==> src/rtl/gacc_pkg.sv <==
package gacc_pkg;
  typedef enum logic [2:0] {
    OP_ADD = 3'd0,
    OP_SUB = 3'd1,
    OP_AND = 3'd2,
    OP_OR  = 3'd3,
    OP_XOR = 3'd4
  } op_e;

  typedef enum logic [1:0] {
    FLD_GUARD = 2'd0,
    FLD_HIGH  = 2'd1,
    FLD_LOW   = 2'd2
  } field_e;

  localparam int NUM_ACC = 2;
  localparam int NUM_LANE = 2;
endpackage

==> src/rtl/gacc_addsat.sv <==
// Add/subtract with signed range check at SW bits and optional clamp.
module gacc_addsat #(
  parameter int W  = 40,
  parameter int SW = 32
) (
  input  logic [W-1:0] a_i,
  input  logic [W-1:0] b_i,
  input  logic         sub_i,
  input  logic         sat_en_i,
  output logic [W-1:0] res_o,
  output logic         ov_o
);
  localparam logic [W-1:0] SAT_MAX = {{(W-SW+1){1'b0}}, {(SW-1){1'b1}}};
  localparam logic [W-1:0] SAT_MIN = {{(W-SW+1){1'b1}}, {(SW-1){1'b0}}};

  logic [W-1:0] b_eff;
  logic [W:0]   exact;

  assign b_eff = sub_i ? ~b_i : b_i;
  // one extra bit holds the exact two's complement result
  assign exact = {a_i[W-1], a_i} + {b_eff[W-1], b_eff} + {{W{1'b0}}, sub_i};
  assign ov_o  = !((&exact[W:SW-1]) || !(|exact[W:SW-1]));

  always_comb begin
    if (sat_en_i && ov_o) res_o = exact[W] ? SAT_MIN : SAT_MAX;
    else                  res_o = exact[W-1:0];
  end
endmodule

==> src/rtl/gacc_datapath.sv <==
module gacc_datapath
  import gacc_pkg::*;
#(
  parameter int GUARD_W = 8,
  parameter int WORD_W  = 16
) (
  input  op_e                             op_i,
  input  logic [GUARD_W+2*WORD_W-1:0]     x_i,
  input  logic [GUARD_W+2*WORD_W-1:0]     other_i,
  input  logic [WORD_W-1:0]               data_i,
  input  logic                            src_acc_i,
  input  logic                            sxm_i,
  input  logic                            ovm_i,
  input  logic                            dual_i,
  output logic [GUARD_W+2*WORD_W-1:0]     res_o,
  output logic                            cout_o,
  output logic                            ov_o,
  output logic                            arith_o
);
  localparam int ACC_W = GUARD_W + 2*WORD_W;
  localparam int SAT_W = 2*WORD_W;

  logic [ACC_W-1:0]  ext, y, y_eff, w_res;
  logic              w_ov, sub, c_wide, c_hi;
  logic [WORD_W-1:0] lane_res [NUM_LANE];
  logic [NUM_LANE-1:0] lane_ov;
  logic [WORD_W-1:0] yh_eff;

  assign sub     = (op_i == OP_SUB);
  assign arith_o = (op_i == OP_ADD) || sub;
  assign ext     = sxm_i ? {{(ACC_W-WORD_W){data_i[WORD_W-1]}}, data_i}
                         : {{(ACC_W-WORD_W){1'b0}}, data_i};
  assign y       = src_acc_i ? other_i : ext;

  gacc_addsat #(.W(ACC_W), .SW(SAT_W)) u_wide (
    .a_i(x_i), .b_i(y), .sub_i(sub), .sat_en_i(ovm_i),
    .res_o(w_res), .ov_o(w_ov)
  );

  for (genvar g = 0; g < NUM_LANE; g++) begin : g_lane
    logic [WORD_W-1:0] lx, ly;
    assign lx = x_i[g*WORD_W +: WORD_W];
    assign ly = src_acc_i ? other_i[g*WORD_W +: WORD_W] : data_i;
    gacc_addsat #(.W(WORD_W), .SW(WORD_W)) u_lane (
      .a_i(lx), .b_i(ly), .sub_i(sub), .sat_en_i(ovm_i),
      .res_o(lane_res[g]), .ov_o(lane_ov[g])
    );
  end

  // unsigned carries: top of the 40-bit path and top of the high lane
  assign y_eff  = sub ? ~y : y;
  assign yh_eff = sub ? ~(src_acc_i ? other_i[2*WORD_W-1:WORD_W] : data_i)
                      :  (src_acc_i ? other_i[2*WORD_W-1:WORD_W] : data_i);
  assign c_wide = 1'(({1'b0, x_i} + {1'b0, y_eff} + {{ACC_W{1'b0}}, sub}) >> ACC_W);
  assign c_hi   = 1'(({1'b0, x_i[2*WORD_W-1:WORD_W]} + {1'b0, yh_eff}
                      + {{WORD_W{1'b0}}, sub}) >> WORD_W);

  always_comb begin
    res_o  = x_i;
    cout_o = 1'b0;
    ov_o   = 1'b0;
    unique case (op_i)
      OP_ADD, OP_SUB: begin
        if (dual_i) begin
          res_o  = {{GUARD_W{lane_res[1][WORD_W-1]}}, lane_res[1], lane_res[0]};
          cout_o = c_hi;
          ov_o   = |lane_ov;
        end else begin
          res_o  = w_res;
          cout_o = c_wide;
          ov_o   = w_ov;
        end
      end
      OP_AND:  res_o = x_i & y;
      OP_OR:   res_o = x_i | y;
      OP_XOR:  res_o = x_i ^ y;
      default: res_o = x_i;
    endcase
  end
endmodule

==> src/rtl/gacc_alu.sv <==
module gacc_alu
  import gacc_pkg::*;
#(
  parameter int GUARD_W = 8,
  parameter int WORD_W  = 16
) (
  input  logic                          clk_i,
  input  logic                          rst_ni,
  input  logic                          valid_i,
  input  logic [2:0]                    op_i,
  input  logic                          dst_i,
  input  logic                          src_acc_i,
  input  logic [WORD_W-1:0]             data_i,
  input  logic                          sxm_i,
  input  logic                          ovm_i,
  input  logic                          dual_i,
  input  logic                          wr_en_i,
  input  logic                          wr_acc_i,
  input  logic [1:0]                    wr_field_i,
  input  logic [WORD_W-1:0]             wr_data_i,
  input  logic [NUM_ACC-1:0]            clr_ov_i,
  output logic [GUARD_W+2*WORD_W-1:0]   acc_a_o,
  output logic [GUARD_W+2*WORD_W-1:0]   acc_b_o,
  output logic                          carry_o,
  output logic                          ov_a_o,
  output logic                          ov_b_o
);
  localparam int ACC_W = GUARD_W + 2*WORD_W;

  op_e              op;
  logic [ACC_W-1:0] acc_q [NUM_ACC];
  logic [NUM_ACC-1:0] ov_q;
  logic [ACC_W-1:0] x_acc, other_acc, dp_res;
  logic             dp_cout, dp_ov, dp_arith, carry_q;

  assign op        = op_e'(op_i);
  assign x_acc     = acc_q[dst_i];
  assign other_acc = acc_q[~dst_i];

  gacc_datapath #(.GUARD_W(GUARD_W), .WORD_W(WORD_W)) u_dp (
    .op_i(op), .x_i(x_acc), .other_i(other_acc), .data_i(data_i),
    .src_acc_i(src_acc_i), .sxm_i(sxm_i), .ovm_i(ovm_i), .dual_i(dual_i),
    .res_o(dp_res), .cout_o(dp_cout), .ov_o(dp_ov), .arith_o(dp_arith)
  );

  for (genvar k = 0; k < NUM_ACC; k++) begin : g_acc
    logic [ACC_W-1:0] q;
    logic             ovf;
    logic             hit, fld_hit;

    assign hit     = valid_i && (dst_i == 1'(k));
    assign fld_hit = !valid_i && wr_en_i && (wr_acc_i == 1'(k));

    always_ff @(posedge clk_i or negedge rst_ni) begin
      if (!rst_ni) begin
        q <= '0;
      end else if (hit) begin
        q <= dp_res;
      end else if (fld_hit) begin
        unique case (wr_field_i)
          FLD_GUARD: q[ACC_W-1 -: GUARD_W]    <= wr_data_i[GUARD_W-1:0];
          FLD_HIGH:  q[2*WORD_W-1 -: WORD_W]  <= wr_data_i;
          FLD_LOW:   q[WORD_W-1:0]            <= wr_data_i;
          default:   q <= q;
        endcase
      end
    end

    // sticky flag: set has priority over clear
    always_ff @(posedge clk_i or negedge rst_ni) begin
      if (!rst_ni)              ovf <= 1'b0;
      else if (hit && dp_ov)    ovf <= 1'b1;
      else if (clr_ov_i[k])     ovf <= 1'b0;
    end

    assign acc_q[k] = q;
    assign ov_q[k]  = ovf;
  end

  always_ff @(posedge clk_i or negedge rst_ni) begin
    if (!rst_ni)                  carry_q <= 1'b0;
    else if (valid_i && dp_arith) carry_q <= dp_cout;
  end

  assign acc_a_o = acc_q[0];
  assign acc_b_o = acc_q[1];
  assign carry_o = carry_q;
  assign ov_a_o  = ov_q[0];
  assign ov_b_o  = ov_q[1];


  ov_sticky_chk: assert property (@(posedge clk_i) disable iff (!rst_ni)
    (ov_q[0] && !clr_ov_i[0]) |=> ov_q[0]);


  carry_hold_chk: assert property (@(posedge clk_i) disable iff (!rst_ni)
    !(valid_i && (op_i <= 3'd1)) |=> $stable(carry_q));


  other_acc_chk: assert property (@(posedge clk_i) disable iff (!rst_ni)
    (valid_i && !dst_i) |=> $stable(acc_q[1]));


  sat_range_chk: assert property (@(posedge clk_i) disable iff (!rst_ni)
    (valid_i && !dst_i && ovm_i && !dual_i && (op_i <= 3'd1))
      |=> ((acc_q[0][ACC_W-1:2*WORD_W-1] == '0) || (&acc_q[0][ACC_W-1:2*WORD_W-1])));


  dual_guard_chk: assert property (@(posedge clk_i) disable iff (!rst_ni)
    (valid_i && dst_i && dual_i && (op_i <= 3'd1))
      |=> (acc_q[1][ACC_W-1:2*WORD_W] == {GUARD_W{acc_q[1][2*WORD_W-1]}}));


  always_comb begin
    if (!rst_ni) begin
      reset_state_chk: assert (carry_q == 1'b0 && ov_q == '0);
    end
  end
endmodule

==> config.mk <==
export PLATFORM = sky130hd
export DESIGN_NAME = gacc_alu
export DESIGN_NICKNAME = d
export VERILOG_FILES = /design/src/rtl/gacc_pkg.sv /design/src/rtl/gacc_addsat.sv /design/src/rtl/gacc_datapath.sv /design/src/rtl/gacc_alu.sv
export SDC_FILE = /design/constraint.sdc
export NUM_CORES = 1
export LEC_CHECK = 0
export BUFFER_PORTS_ARGS = -buffer_cell sky130_fd_sc_hd__buf_4
export CORE_UTILIZATION = 45
export CTS_CLUSTER_DIAMETER = 30
export CTS_CLUSTER_SIZE = 25
export DETAILED_ROUTE_END_ITERATION = 10
export GPL_ROUTABILITY_DRIVEN = 0
export SYNTH_ARGS = -nofsm -noshare
export SYNTH_HDL_FRONTEND = slang
export SYNTH_SLANG_ARGS = --single-unit
==> constraint.sdc <==
create_clock -name clk_i -period 5.2 [get_ports clk_i]
set_input_delay 0 -clock clk_i [delete_from_list [all_inputs] [get_ports clk_i]]
set_output_delay 0 -clock clk_i [all_outputs]
set_load 0.02 [all_outputs]
# Yosys cells after proc, flatten, opt, wreduce, memory -nomap -nowiden
# Index checks and enable logic that the tools add are counted.
[op_classes]
n_addsub = 10
n_div = 0
magnitude_cmp = 2
n_mux = 36
eq_ne = 6
n_reduce_logical = 48
shifts = 0
n_bitwise = 10
multipliers = 0
[op_table]
columns = ["cell", "count"]
rows = [
  ["2-to-1 mux 40 bit", 16],
  ["2-to-1 mux 16 bit", 10],
  ["one-hot mux 40 bit (4 select lines)", 1],
  ["adder 40 x 40 -> 41 bit", 2],
  ["adder 41 x 1 -> 41 bit", 2],
  ["adder 16 x 16 -> 17 bit", 3],
  ["adder 17 x 1 -> 17 bit", 3],
  ["AND 40 bit", 1],
  ["inverter 40 bit", 1],
  ["OR 40 bit", 1],
  ["bitwise XOR 40 bit", 1],
  ["inverter 16 bit", 2],
  ["nonzero test 2 bit", 10],
  ["AND reduction 2 bit", 8],
  ["logical AND 1 bit", 11],
  ["AND reduction 10 bit", 1],
  ["OR reduction 10 bit", 1],
  ["2-to-1 mux 1 bit", 8],
  ["2-to-1 mux 8 bit", 1],
  ["OR reduction 2 bit", 4],
  ["logical NOT 1 bit", 7],
  ["equality test 3 x 2 -> 1 bit (second input constant)", 2],
  [">= comparator 2 bit (second input constant)", 2],
  ["logical OR 1 bit", 4],
  ["8 further kinds", 10],
]
[totals]
elab_cells = 121
mem_count = 0
latchBits = 0
rom_bits = 0
mem_bits_rw = 0
input_bits = 49
register_bits = 83

# Depth between registers and ports, before layout
# Gate-level depths: netlist (run 1).
[depth]
depth_word = 19
mapped_depth = 22
depth_no_buf = 17

# Hierarchy
# A second synthesis (run 1) with hierarchy kept.
[hier_totals]
hier_cells = 2174
hier_area_um2 = 16246.8
[by_module_without_submodules]
columns = ["module", "n_inst", "seq_area_each_um2", "area_per_inst_um2", "cells_each"]
rows = [
  ["gacc_datapath", 1, 0.0, 5245.0, 761],
  ["gacc_alu", 1, 2077.0, 5024.8, 572],
  ["gacc_addsat at u_dp.u_wide", 1, 0.0, 3392.0, 478],
  ["gacc_addsat at u_dp.g_lane[1].u_lane", 1, 0.0, 1297.5, 178],
  ["gacc_addsat at u_dp.g_lane[0].u_lane", 1, 0.0, 1287.5, 185],
]

# Worst setup path after synthesis (run 1)
# Ideal clock, no wire load.
[synth_timing]
path_type = "input-to-reg"
start = "in dst_i"
end = "reg g_acc[0].q[29], in the netlist acc_a_o[29]"
arrival_time_ps = 5056
path_buffers = 6
cell_stages = 21
setup_time_ps = 129
path_slack_ps = 15
required_time_ps = 5071
cell_sequence = "buf_6 > clkbuf_1 > clkbuf_1 > clkbuf_1 > mux2_2 > a21oi_1 > xnor2_1 > ha_1 > buf_2 > a21oi_1 > o21ai_0 > a311oi_1 > mux2i_1 > o211ai_1 > o21a_1 > or4_4 > o41a_1 > buf_6 > nand3_1 > nor4b_1 > a21oi_1"
[synth_between]
elab_chain_cells = 19
[synth_rtl]
columns = ["element", "line", "text"]
rows = [
  ["start, declared", "gacc_alu.sv:11", "input logic dst_i,"],
  ["inverter 1 bit", "gacc_alu.sv:38, gacc_alu.sv:51", ""],
  ["inverter 1 -> 2 bit", "gacc_alu.sv:38", "assign other_acc = acc_q[~dst_i];"],
  ["2-to-1 mux 40 bit (not written as such) (3 in a row)", "gacc_alu.sv:38", ""],
  ["2-to-1 mux 40 bit / 2-to-1 mux 16 bit (equally long branches)", "gacc_datapath.sv:33, gacc_datapath.sv:43", ""],
  ["inverter 40 bit / inverter 16 bit (equally long branches)", "gacc_addsat.sv:19", "assign b_eff = sub_i ? ~b_i : b_i;"],
  ["2-to-1 mux 40 bit / 2-to-1 mux 16 bit (equally long branches)", "gacc_addsat.sv:19", ""],
  ["adder 40 x 40 -> 41 bit / adder 16 x 16 -> 17 bit (equally long branches)", "gacc_addsat.sv:21", "assign exact = {a_i[W-1], a_i} + {b_eff[W-1], b_eff} + {{W{1'b0}}, sub_i};"],
  ["adder 41 x 1 -> 41 bit / adder 17 x 1 -> 17 bit (equally long branches)", "gacc_addsat.sv:21", ""],
  ["OR reduction 10 bit / OR reduction 2 bit (equally long branches)", "gacc_addsat.sv:22", "assign ov_o = !((&exact[W:SW-1]) || !(|exact[W:SW-1]));"],
  ["logical NOT 1 bit", "gacc_addsat.sv:22", ""],
  ["logical OR 1 bit", "gacc_addsat.sv:22", ""],
  ["logical NOT 1 bit", "gacc_addsat.sv:22", ""],
  ["logical AND 1 bit", "gacc_addsat.sv:25", "if (sat_en_i && ov_o) res_o = exact[W] ? SAT_MIN : SAT_MAX;"],
  ["2-to-1 mux 40 bit / 2-to-1 mux 16 bit (equally long branches)", "gacc_addsat.sv:25", ""],
  ["2-to-1 mux 40 bit", "gacc_datapath.sv:64", "if (dual_i) begin"],
  ["one-hot mux 40 bit (4 select lines)", "gacc_datapath.sv:62", "unique case (op_i)"],
  ["2-to-1 mux 40 bit", "gacc_alu.sv:57", "end else if (hit) begin"],
  ["end signal, assigned", "gacc_alu.sv:58", "q <= dp_res;"],
  ["end signal, assigned by index", "gacc_alu.sv:61", "FLD_GUARD: q[ACC_W-1 -: GUARD_W] <= wr_data_i[GUARD_W-1:0];"],
  ["end signal, assigned by index", "gacc_alu.sv:62", "FLD_HIGH: q[2*WORD_W-1 -: WORD_W] <= wr_data_i;"],
  ["end, declared", "gacc_alu.sv:47", "logic [ACC_W-1:0] q;"],
]
# Parallel ways exist; a longest one is shown, timed or not. The select of a mux whose other input is x is not followed.
# A chain may end at the register's enable or synchronous reset.

# Worst setup path in the final report (run 1)
[layout_timing]
start = "reg g_acc[1].q[16], in the netlist acc_b_o[16]"
end = "reg g_acc[1].q[28], in the netlist acc_b_o[28]"
[layout_between]
elab_chain_cells = 17
[layout_rtl]
columns = ["element", "line"]
rows = [
  ["start, declared", "gacc_alu.sv:47"],
  ["start signal, assigned", "gacc_alu.sv:58"],
  ["start signal, assigned by index", "gacc_alu.sv:61"],
  ["start signal, assigned by index", "gacc_alu.sv:62"],
  ["2-to-1 mux 40 bit (not written as such) (3 in a row)", "gacc_alu.sv:38"],
  ["2-to-1 mux 40 bit / 2-to-1 mux 16 bit (equally long branches)", "gacc_datapath.sv:33, gacc_datapath.sv:43"],
  ["inverter 40 bit / inverter 16 bit (equally long branches)", "gacc_addsat.sv:19"],
  ["2-to-1 mux 40 bit / 2-to-1 mux 16 bit (equally long branches)", "gacc_addsat.sv:19"],
  ["adder 40 x 40 -> 41 bit / adder 16 x 16 -> 17 bit (equally long branches)", "gacc_addsat.sv:21"],
  ["adder 41 x 1 -> 41 bit / adder 17 x 1 -> 17 bit (equally long branches)", "gacc_addsat.sv:21"],
  ["OR reduction 10 bit / OR reduction 2 bit (equally long branches)", "gacc_addsat.sv:22"],
  ["logical NOT 1 bit", "gacc_addsat.sv:22"],
  ["logical OR 1 bit", "gacc_addsat.sv:22"],
  ["logical NOT 1 bit", "gacc_addsat.sv:22"],
  ["logical AND 1 bit", "gacc_addsat.sv:25"],
  ["2-to-1 mux 40 bit / 2-to-1 mux 16 bit (equally long branches)", "gacc_addsat.sv:25"],
  ["2-to-1 mux 40 bit *", "gacc_datapath.sv:64"],
  ["one-hot mux 40 bit (4 select lines) *", "gacc_datapath.sv:62"],
  ["2-to-1 mux 40 bit *", "gacc_alu.sv:57"],
]
# Mark *: on every way between the ends. The rest lies on a longest branch, timed or not. The select of a mux whose other input is x is not followed.

==> results of run 1 <==
[cell type report]
cell class | count | area, um2
well taps | 384 | 480
clock inverters | 7 | 91.3
repair buffers | 231 | 1820
clock buffers | 9 | 225
multi-input cells | 1410 | 10300
fillers | 2739 | 13400
flip-flops and latches | 83 | 2080
inverters | 125 | 469
[cell usage in the layout (no fill, tap or decap), types with 11 or more instances in the layout]
cell       Yosys  layout
xor2_1        18      18
o21ai_1        9      12
o22ai_1       28      28
o31ai_1       44      44
o221ai_1      25      25
nor3_1        13      12
a221oi_1      11      11
a31oi_1       16      16
nor2b_1       24      23
buf_4          1     221
nor2_1        98      96
a211oi_1      27      27
mux2_2       104     104
a2bb2oi_1     16      16
xnor2_1       83      83
dfrtp_1       83      83
o21ai_0      121     117
a21o_1        18      18
mux2i_1       57      57
nand2b_1      14      13
nand4_1       16      16
inv_1        125     125
ha_1         136     136
o22a_1        33      33
o211ai_1      16      16
a21oi_1      159     157
nand3_1       23      23
nand2_1      165     164
[layer usage]
layer / vias to the layer above / track usage [%] / routed length (um)
met2: 773 / 48.5 / 21300
li1: 6607 / - / -
met1: 6968 / 51.1 / 24900
met3: 100 / 7.81 / 5540
met5: - / 0 / 0
met4: 0 / 17.1 / 2580
[registers in the layout (all words and copies together) (netlist names)]
name	cells
acc_a_o	40
acc_b_o	40
carry_o	1
ov_a_o	1
ov_b_o	1
[power by group through the flow]
| stage | logic [uW] | registers, uW | clock network [uW] |
|---|---|---|---|
| floorplan | 4040 | 1300 | 0 |
| global placement | 6370 | 1140 | 0 |
| detailed placement | 6410 | 1140 | 0 |
| CTS | 6440 | 1130 | 716 |
| global route | 7160 | 1170 | 740 |
| finish | 6660 | 1150 | 713 |
[worst max path at each step]
stage	from	endpoint	slack, ps	cells after the start
5_1_grt	acc_a_o[2]$_DFFE_PN0P_	acc_b_o[28]$_DFFE_PN0P_	1	17
4_1_cts	acc_a_o[1]$_DFFE_PN0P_	acc_b_o[28]$_DFFE_PN0P_	180	19
3_5_place_dp	dst_i	acc_b_o[28]$_DFFE_PN0P_	190	20
6_report	acc_b_o[16]$_DFFE_PN0P_	acc_b_o[28]$_DFFE_PN0P_	100	16
2_1_floorplan	dst_i	acc_a_o[29]$_DFFE_PN0P_	20	21
3_3_place_gp	dst_i	acc_b_o[28]$_DFFE_PN0P_	220	19
[per-stage QoR]
step | area (um2) | hold slack, ps | setup slack [ps] | power (uW)
3_5_place_dp | 15100 | -70.2 | 191 | 7550
6_report | 15500 | 21.7 | 99.4 | 8530
3_3_place_gp | 15100 | -72.2 | 218 | 7500
4_1_cts | 15500 | 13.2 | 185 | 8290
5_1_grt | 15500 | 45.9 | 1.30 | 9070
2_1_floorplan | 13300 | -296 | 15.1 | 5340
[critical path, delay by kind of cell (launching register included)]
kind	cells	cell delay, ps
AND/OR/NAND/NOR	5	1340
flip-flops	1	390
adder cells (fa/ha/maj)	1	510
AO/OA/AOI/OAI	6	1720
XOR/XNOR	2	540
buffers and inverters	1	170
multiplexers	1	270
[cell families (layout without fill, tap and decap cells)]
| family | after synthesis | in the layout | share of synthesized area, % |
|---|---|---|---|
| flops | 83 | 83 | 15.6 |
| buf+inv | 252 | 372 | 7.43 |
| fa+ha+maj | 138 | 138 | 13.1 |
| compound gates | 597 | 597 | 29.4 |
| simple gates | 412 | 412 | 14.7 |
| xor+xnor | 101 | 101 | 6.63 |
| mux | 162 | 162 | 13.2 |
[repair_timing]
item,CTS,global route
hold buffers,4,0
setup endpoints to repair,0,73
hold endpoints to repair,27,0
resized for setup,0,11
[synthesized netlist by cell type (all sizes together) (24+ instances only)]
cell type / n / share of area, %
dfrtp: 83 / 16
o22a: 33 / 2.2
inv: 125 / 3.5
clkbuf: 94 / 2.7
o21ai: 130 / 4.9
nor2: 98 / 2.8
o22ai: 28 / 1.3
nor2b: 24 / 1.1
o221ai: 25 / 1.6
buf: 33 / 1.2
mux2i: 57 / 4.3
xnor2: 83 / 5.5
o31ai: 44 / 2.5
mux2: 105 / 8.9
nand2: 165 / 4.6
ha: 136 / 13
a21oi: 159 / 6.0
a211oi: 31 / 1.9
==> metrics.log, run 1 <==
[metrics] warnings from Yosys: 0
[metrics] clk_lat worst skew: between 300 and 400 ps
[metrics] Crit Path Category: reg2reg
[metrics] level count of the clock H-tree: 3
[metrics] layout net count: about 2000
[metrics] cell chosen for the clock root: clkbuf_16
[metrics] detailed-router iteration count before antenna repair: 5
[metrics] Synth Flop Type: dfrtp_1
[metrics] Hold Path Class: in2reg
[metrics] DRT Wirelength: 54300 um
[metrics] Hold Path Origin: wr_data_i[2]
[metrics] worst hold stages: 3
[metrics] number of nets produced by synthesis: between 1500 and 2000
[metrics] post-route core utilization: 53.5%
[metrics] number of rows in the core area: 62
[metrics] flip-flop and latch count after synthesis: 83
[metrics] pwr/cell area: about 550 nW/um2
[metrics] deepest clock path buffer count: 2
[metrics] LEAKAGE: 0.00710 uW
[metrics] part of the total power dissipated in sequential elements: between 10% and 20%
[metrics] number of buffers created by CTS: 9
[metrics] die outline area: 30300 um2
[metrics] unrepaired setup endpoints after global routing: no
[metrics] Final Skew: ~13 ps
[metrics] core footprint: 28900 um2
[metrics] maximum number of pins on one net before global-route repair: 66
[metrics] Worst Path Required: around 5400 ps
[metrics] Slew @ Worst Pin: roughly 1200 ps
[metrics] sequential share of the synthesized area: about 16%
[metrics] Int Power: 3900 uW
[metrics] startpoint of the worst register-to-register path: acc_b_o[16]$_DFFE_PN0P_
[metrics] result of the run: complete, no violations
[metrics] residual overflow from global routing: 0
[metrics] share of the clock period used by the worst path after layout: around 100%
[metrics] crit path max fanout: 6
[metrics] synthesized area per cell: 7.64 um2
[metrics] distinct cell type count of the synthesized netlist: slightly above 80
[metrics] sum of negative setup slack: 0 ps
[metrics] number of synthesized flops with an enable pin: 0
[metrics] average wire per standard cell: roughly 24 um
[metrics] Synth Cell Area: 13300 um2
[metrics] clock sink count: 83
[metrics] CP endpoint kind: flop
[metrics] share of flip-flops with an asynchronous set or reset: 100%
[metrics] share of power burned in the clock network: under 10%
[metrics] Antenna Nets Post-Route: 0
[metrics] clock edge transition at the registers on the reported setup and hold paths: 60 ps
[metrics] number of max-slew violations in the final report: 0
[metrics] Worst Setup Start Kind: flop
[metrics] vias: 14400
[metrics] floorplan die width: around 170 um
[metrics] worst reg2reg endpoint: acc_b_o[28]$_DFFE_PN0P_
[metrics] number of cells on the worst reg-to-reg path: 16
[metrics] Global Route Usage Sum: roughly a third
[metrics] critical path cell sequence: mux2_2 -> a21oi_1 -> xnor2_1 -> ha_1 -> nand2_1 -> nor3_2 -> buf_4 -> nand3_1 -> a41oi_1 -> o21ai_0 -> xnor2_1 -> nand2_1 -> nor4b_1 -> a211oi_2 -> o32ai_1 -> o21ai_0
[metrics] detailed placer's ending HPWL: ~42000 um
[metrics] worst reg-to-reg setup slack: approximately 99 ps
[metrics] share of cells above drive strength 1: approximately a fifth
[metrics] top-level I/O count: roughly 130
[metrics] DP Cell Count: around 2200
[metrics] final critical delay including setup and external delays: slightly above 5000 ps
[metrics] via count of the first global-routing pass: 13100
[metrics] proportion of total power due to net switching: 54.2%
[metrics] PortBufs: 131
[metrics] CP peak stage delay: 540 ps
[metrics] remaining max-slew budget at the tightest pin: about 17%
[metrics] final-report hold violation count: 0
[metrics] crit path max-delay cell type: o32ai_1
[metrics] Switch Pwr: about 4600 uW
[metrics] number of inserted diodes: 0
[metrics] IR Drop Worst-Case VDD: 198 uV
[metrics] signed area change from the synthesized netlist to the final layout: 16.2%
[metrics] setup bufs post-CTS: 0
[metrics] clock tree from TritonCTS: yes
[metrics] number of setup violations in the final report: 0
[metrics] share of total power in combinational logic: between 70 and 80%
[metrics] final standard cell count with taps included and fillers excluded: roughly 2200
[metrics] Hold Path Sink: acc_b_o[18]$_DFFE_PN0P_
[metrics] number of violations of the max-capacitance limit: 0
[metrics] number of instances in the synthesized netlist: 1745
[metrics] number of design-rule violations left by the first detailed-router iteration: 1723
[metrics] data arrival time of the critical path: ~5300 ps
[metrics] Peak Freq: a little under 0.2 GHz
[metrics] per-cell via count in the routed design: approximately 6.4
[metrics] DR DRC count: 0
[metrics] Starting Density: 46.1%
[metrics] vertical die dimension: 174 um
[metrics] global-route wire length before repair: around 81000 um
[metrics] antenna violations before repair: 0
Power figures use the tool's default switching activity.
==> inputs of run 2 (changes only) <==
--- a/config.mk
+++ b/config.mk
@@ -6,9 +6,10 @@
 export NUM_CORES = 1
 export LEC_CHECK = 0
 export BUFFER_PORTS_ARGS = -buffer_cell sky130_fd_sc_hd__buf_4
+export CORE_ASPECT_RATIO = 1.25
 export CORE_UTILIZATION = 45
 export CTS_CLUSTER_DIAMETER = 30
-export CTS_CLUSTER_SIZE = 25
+export CTS_CLUSTER_SIZE = 8
 export DETAILED_ROUTE_END_ITERATION = 10
 export GPL_ROUTABILITY_DRIVEN = 0
 export SYNTH_ARGS = -nofsm -noshare
==> run 2 against run 1 <==
Effect of this change:
- via count shrank 0.18%
- critical path depth grew 1
- clock power shrank 2%
- clock skew shrank 2.4 ps
- cell area shrank 0.28%
- register-to-register slack gained 50 ps
- wire length grew 3.3%
- utilization shrank 0.57 points
- worst setup slack gained 55 ps
- sequential power is essentially flat
- critical path type unchanged
- largest cell class unchanged
- highest routed layer is now met5
==> metrics.log, run 2 (synthesis gave the netlist of run 1 again) <==
[metrics] number of violations of the max-capacitance limit: 0 (unchanged)
[metrics] number of max-slew violations in the final report: 0 (unchanged)
[metrics] Slew @ Worst Pin: 1190 ps (was 1240 ps)
[metrics] floorplan die width: 156 um (was 174 um)
[metrics] core footprint: 29200 um2 (was 28900 um2)
[metrics] worst reg2reg endpoint: acc_b_o[19]$_DFFE_PN0P_ (was acc_b_o[28]$_DFFE_PN0P_)
[metrics] data arrival time of the critical path: 5320 ps (was 5310 ps)
[metrics] Global Route Usage Sum: 36.4% (was 35.2%)
[metrics] antenna violations before repair: 1 (was 0)
[metrics] met1 track utilization from global routing: 40.1% (was 51.1%)
[metrics] cell chosen for the clock root: clkbuf_16 (unchanged)
[metrics] post-route core utilization: 53.0% (was 53.5%)
[metrics] per-cell via count in the routed design: 6.42 (about the same)
[metrics] CP endpoint kind: flop (unchanged)
[metrics] pwr/cell area: 555 nW/um2 (was 551 nW/um2)
[metrics] most common cell after layout, fill and taps aside: buf_4 (unchanged)
[metrics] clock tree from TritonCTS: yes (unchanged)
[metrics] top-level I/O count: 132 (unchanged)
[metrics] Crit Path Category: reg2reg (unchanged)
[metrics] residual overflow from global routing: 0 (unchanged)
[metrics] LEAKAGE: 0.00704 uW (was 0.00710 uW)
[metrics] Antenna Nets Post-Route: 0 (unchanged)
[metrics] result of the run: complete, no violations (unchanged)
[metrics] detailed placer's ending HPWL: 43600 um (was 42400 um)
[metrics] number of design-rule violations left by the first detailed-router iteration: 1136 (was 1723)
[metrics] Critical path destination: acc_b_o[19]$_DFFE_PN0P_ (was acc_b_o[28]$_DFFE_PN0P_)
[metrics] number of cells on the worst reg-to-reg path: 17 (was 16)
[metrics] Worst Setup Start Kind: flop (unchanged)
[metrics] DRT Wirelength: 56100 um (was 54300 um)
[metrics] share of the clock period used by the worst path after layout: 97.0% (was 98.1%)
[metrics] vertical die dimension: 194 um (was 174 um)
[metrics] IR Drop Worst-Case VDD: 216 uV (was 198 uV)
[metrics] Peak Freq: 0.198 GHz (was 0.196 GHz)
[metrics] sum of negative setup slack: 0 ps (unchanged)
[metrics] number of setup violations in the final report: 0 (unchanged)
[metrics] PortBufs: 131 (unchanged)
[metrics] global routing met2 resource utilization: 61.6% (was 48.5%)
[metrics] crit path max fanout: 12 (was 6)
[metrics] detailed-router iteration count before antenna repair: 7 (was 5)
[metrics] worst reg-to-reg setup slack: 150 ps (was 100 ps)
[metrics] average wire per standard cell: 25.0 um (was 24.2 um)
[metrics] launching instance or port of the critical path: acc_a_o[19]$_DFFE_PN0P_ (was acc_b_o[16]$_DFFE_PN0P_)
[metrics] setup bufs post-CTS: 0 (unchanged)
[metrics] worst hold stages: 3 (unchanged)
[metrics] final standard cell count with taps included and fillers excluded: 2248 (was 2249)
[metrics] deepest clock path buffer count: 2 (unchanged)
[metrics] met3 routing resource usage after global routing: 5.28% (was 7.81%)
[metrics] unrepaired setup endpoints after global routing: no (unchanged)
[metrics] number of inserted diodes: 0 (unchanged)
[metrics] vias: 14400 (about the same)
[metrics] DR DRC count: 0 (unchanged)
[metrics] clock edge transition at the registers on the reported setup and hold paths: 70 ps (was 60 ps)
[metrics] via count of the first global-routing pass: 13700 (was 13100)
[metrics] number of rows in the core area: 70 (was 62)
[metrics] final-report hold violation count: 0 (unchanged)
[metrics] global-route wire length before repair: 82500 um (was 81100 um)
[metrics] finished layout cell area: 15400 um2 (was 15500 um2)
[metrics] final critical delay including setup and external delays: 5050 ps (was 5100 ps)
[metrics] Final Skew: 10.5 ps (was 12.9 ps)
[metrics] DP Cell Count: 2228 (was 2229)
[metrics] Hold Path Class: in2reg (unchanged)
[metrics] layout net count: 2034 (was 2047)
[metrics] signed area change from the synthesized netlist to the final layout: 15.8% (was 16.2%)
[metrics] clock sink count: 83 (unchanged)
[metrics] share of cells above drive strength 1: 21.0% (was 21.1%)
[metrics] number of buffers created by CTS: 9 (unchanged)
[metrics] clk_lat worst skew: 360 ps (about the same)
[metrics] cell area after placement: 15000 um2 (was 15100 um2)
[metrics] maximum number of pins on one net before global-route repair: 82 (was 66)
[metrics] Worst Path Required: 5480 ps (was 5410 ps)
[metrics] busiest metal layer after global routing: met2 (was met1)
[metrics] top library cells by usage in the layout, fill and taps aside: buf_4 (209), nand2_1 (164), a21oi_1 (154), ha_1 (136), inv_1 (125) (was buf_4 (221), nand2_1 (164), a21oi_1 (157), ha_1 (136), inv_1 (125))
[metrics] startpoint of the worst register-to-register path: acc_a_o[19]$_DFFE_PN0P_ (was acc_b_o[16]$_DFFE_PN0P_)
[metrics] remaining max-slew budget at the tightest pin: 20.4% (was 17.4%)
[metrics] level count of the clock H-tree: 3 (unchanged)
[metrics] die outline area: 30300 um2 (about the same)
[metrics] Starting Density: 45.7% (was 46.1%)
==> run 2: worst max-delay path, cell delays in order, from the launching register on <==
cell and delay, ps:
dfrtp_1 410, mux2_2 310, a21oi_1 480, xnor2_1 160, ha_1 460, nand4_1 200
nor3_1 240, buf_4 170, nand2_1 80, a311oi_1 310, or3_1 180, xnor2_1 110
or4_4 550, o41a_1 470, buf_12 170, a211oi_1 330, o31ai_1 160, o21ai_0 160
==> run 2: per-stage QoR <==
| stage | worst slack, ps | total power [uW] | hold WS [ps] |
|---|---|---|---|
| after detailed placement | -280 | 7640 | -64.6 |
| after global placement | -320 | 7580 | -69.1 |
| final | 154 | 8580 | 18.8 |
| after global routing | 14.0 | 9090 | 33.2 |
| after floorplan | 15.1 | 5340 | -296 |
| after CTS | 88.9 | 8380 | 13.3 |
==> run 2: repair_timing <==
item                                    in CTS  in global routing
pin swaps                                    0                  3
gates resized for setup                      2                 19
endpoints found under the setup margin       2                 72
hold buffers                                 4                  0
hold endpoints to repair                    28                  0
==> run 2: how the worst min path moves through the flow <==
stage,startpoint,to
2_1_floorplan,rst_ni,acc_a_o[0]$_DFFE_PN0P_
3_3_place_gp,rst_ni,ov_b_o$_DFFE_PN0P_
3_5_place_dp,rst_ni,ov_b_o$_DFFE_PN0P_
4_1_cts,wr_data_i[8],acc_a_o[24]$_DFFE_PN0P_
5_1_grt,wr_data_i[2],acc_b_o[18]$_DFFE_PN0P_
6_report,wr_data_i[2],acc_a_o[18]$_DFFE_PN0P_
==> run 2: cell type report <==
cell class	count	area (um2)
Multi-Input combinational cell	1410	10400
Inverter	125	469
Fill cell	2877	13700
Clock buffer	9	225
Timing Repair Buffer	218	1710
Tap cell	396	495
Clock inverter	7	80.1
Sequential cell	83	2080
==> run 2: layer usage <==
metal / wire length [um] / part of all wire, %
met5: 13 / 0.023
met4: 5330 / 9.5
met3: 3590 / 6.4
met2: 26800 / 48
met1: 20400 / 36
==> run 2: where the power goes <==
part           internal (uW)  total [uW]  switching, uW
Clock                    381         698            317
Sequential               857        1140            281
Combinational           2620        6740           4120
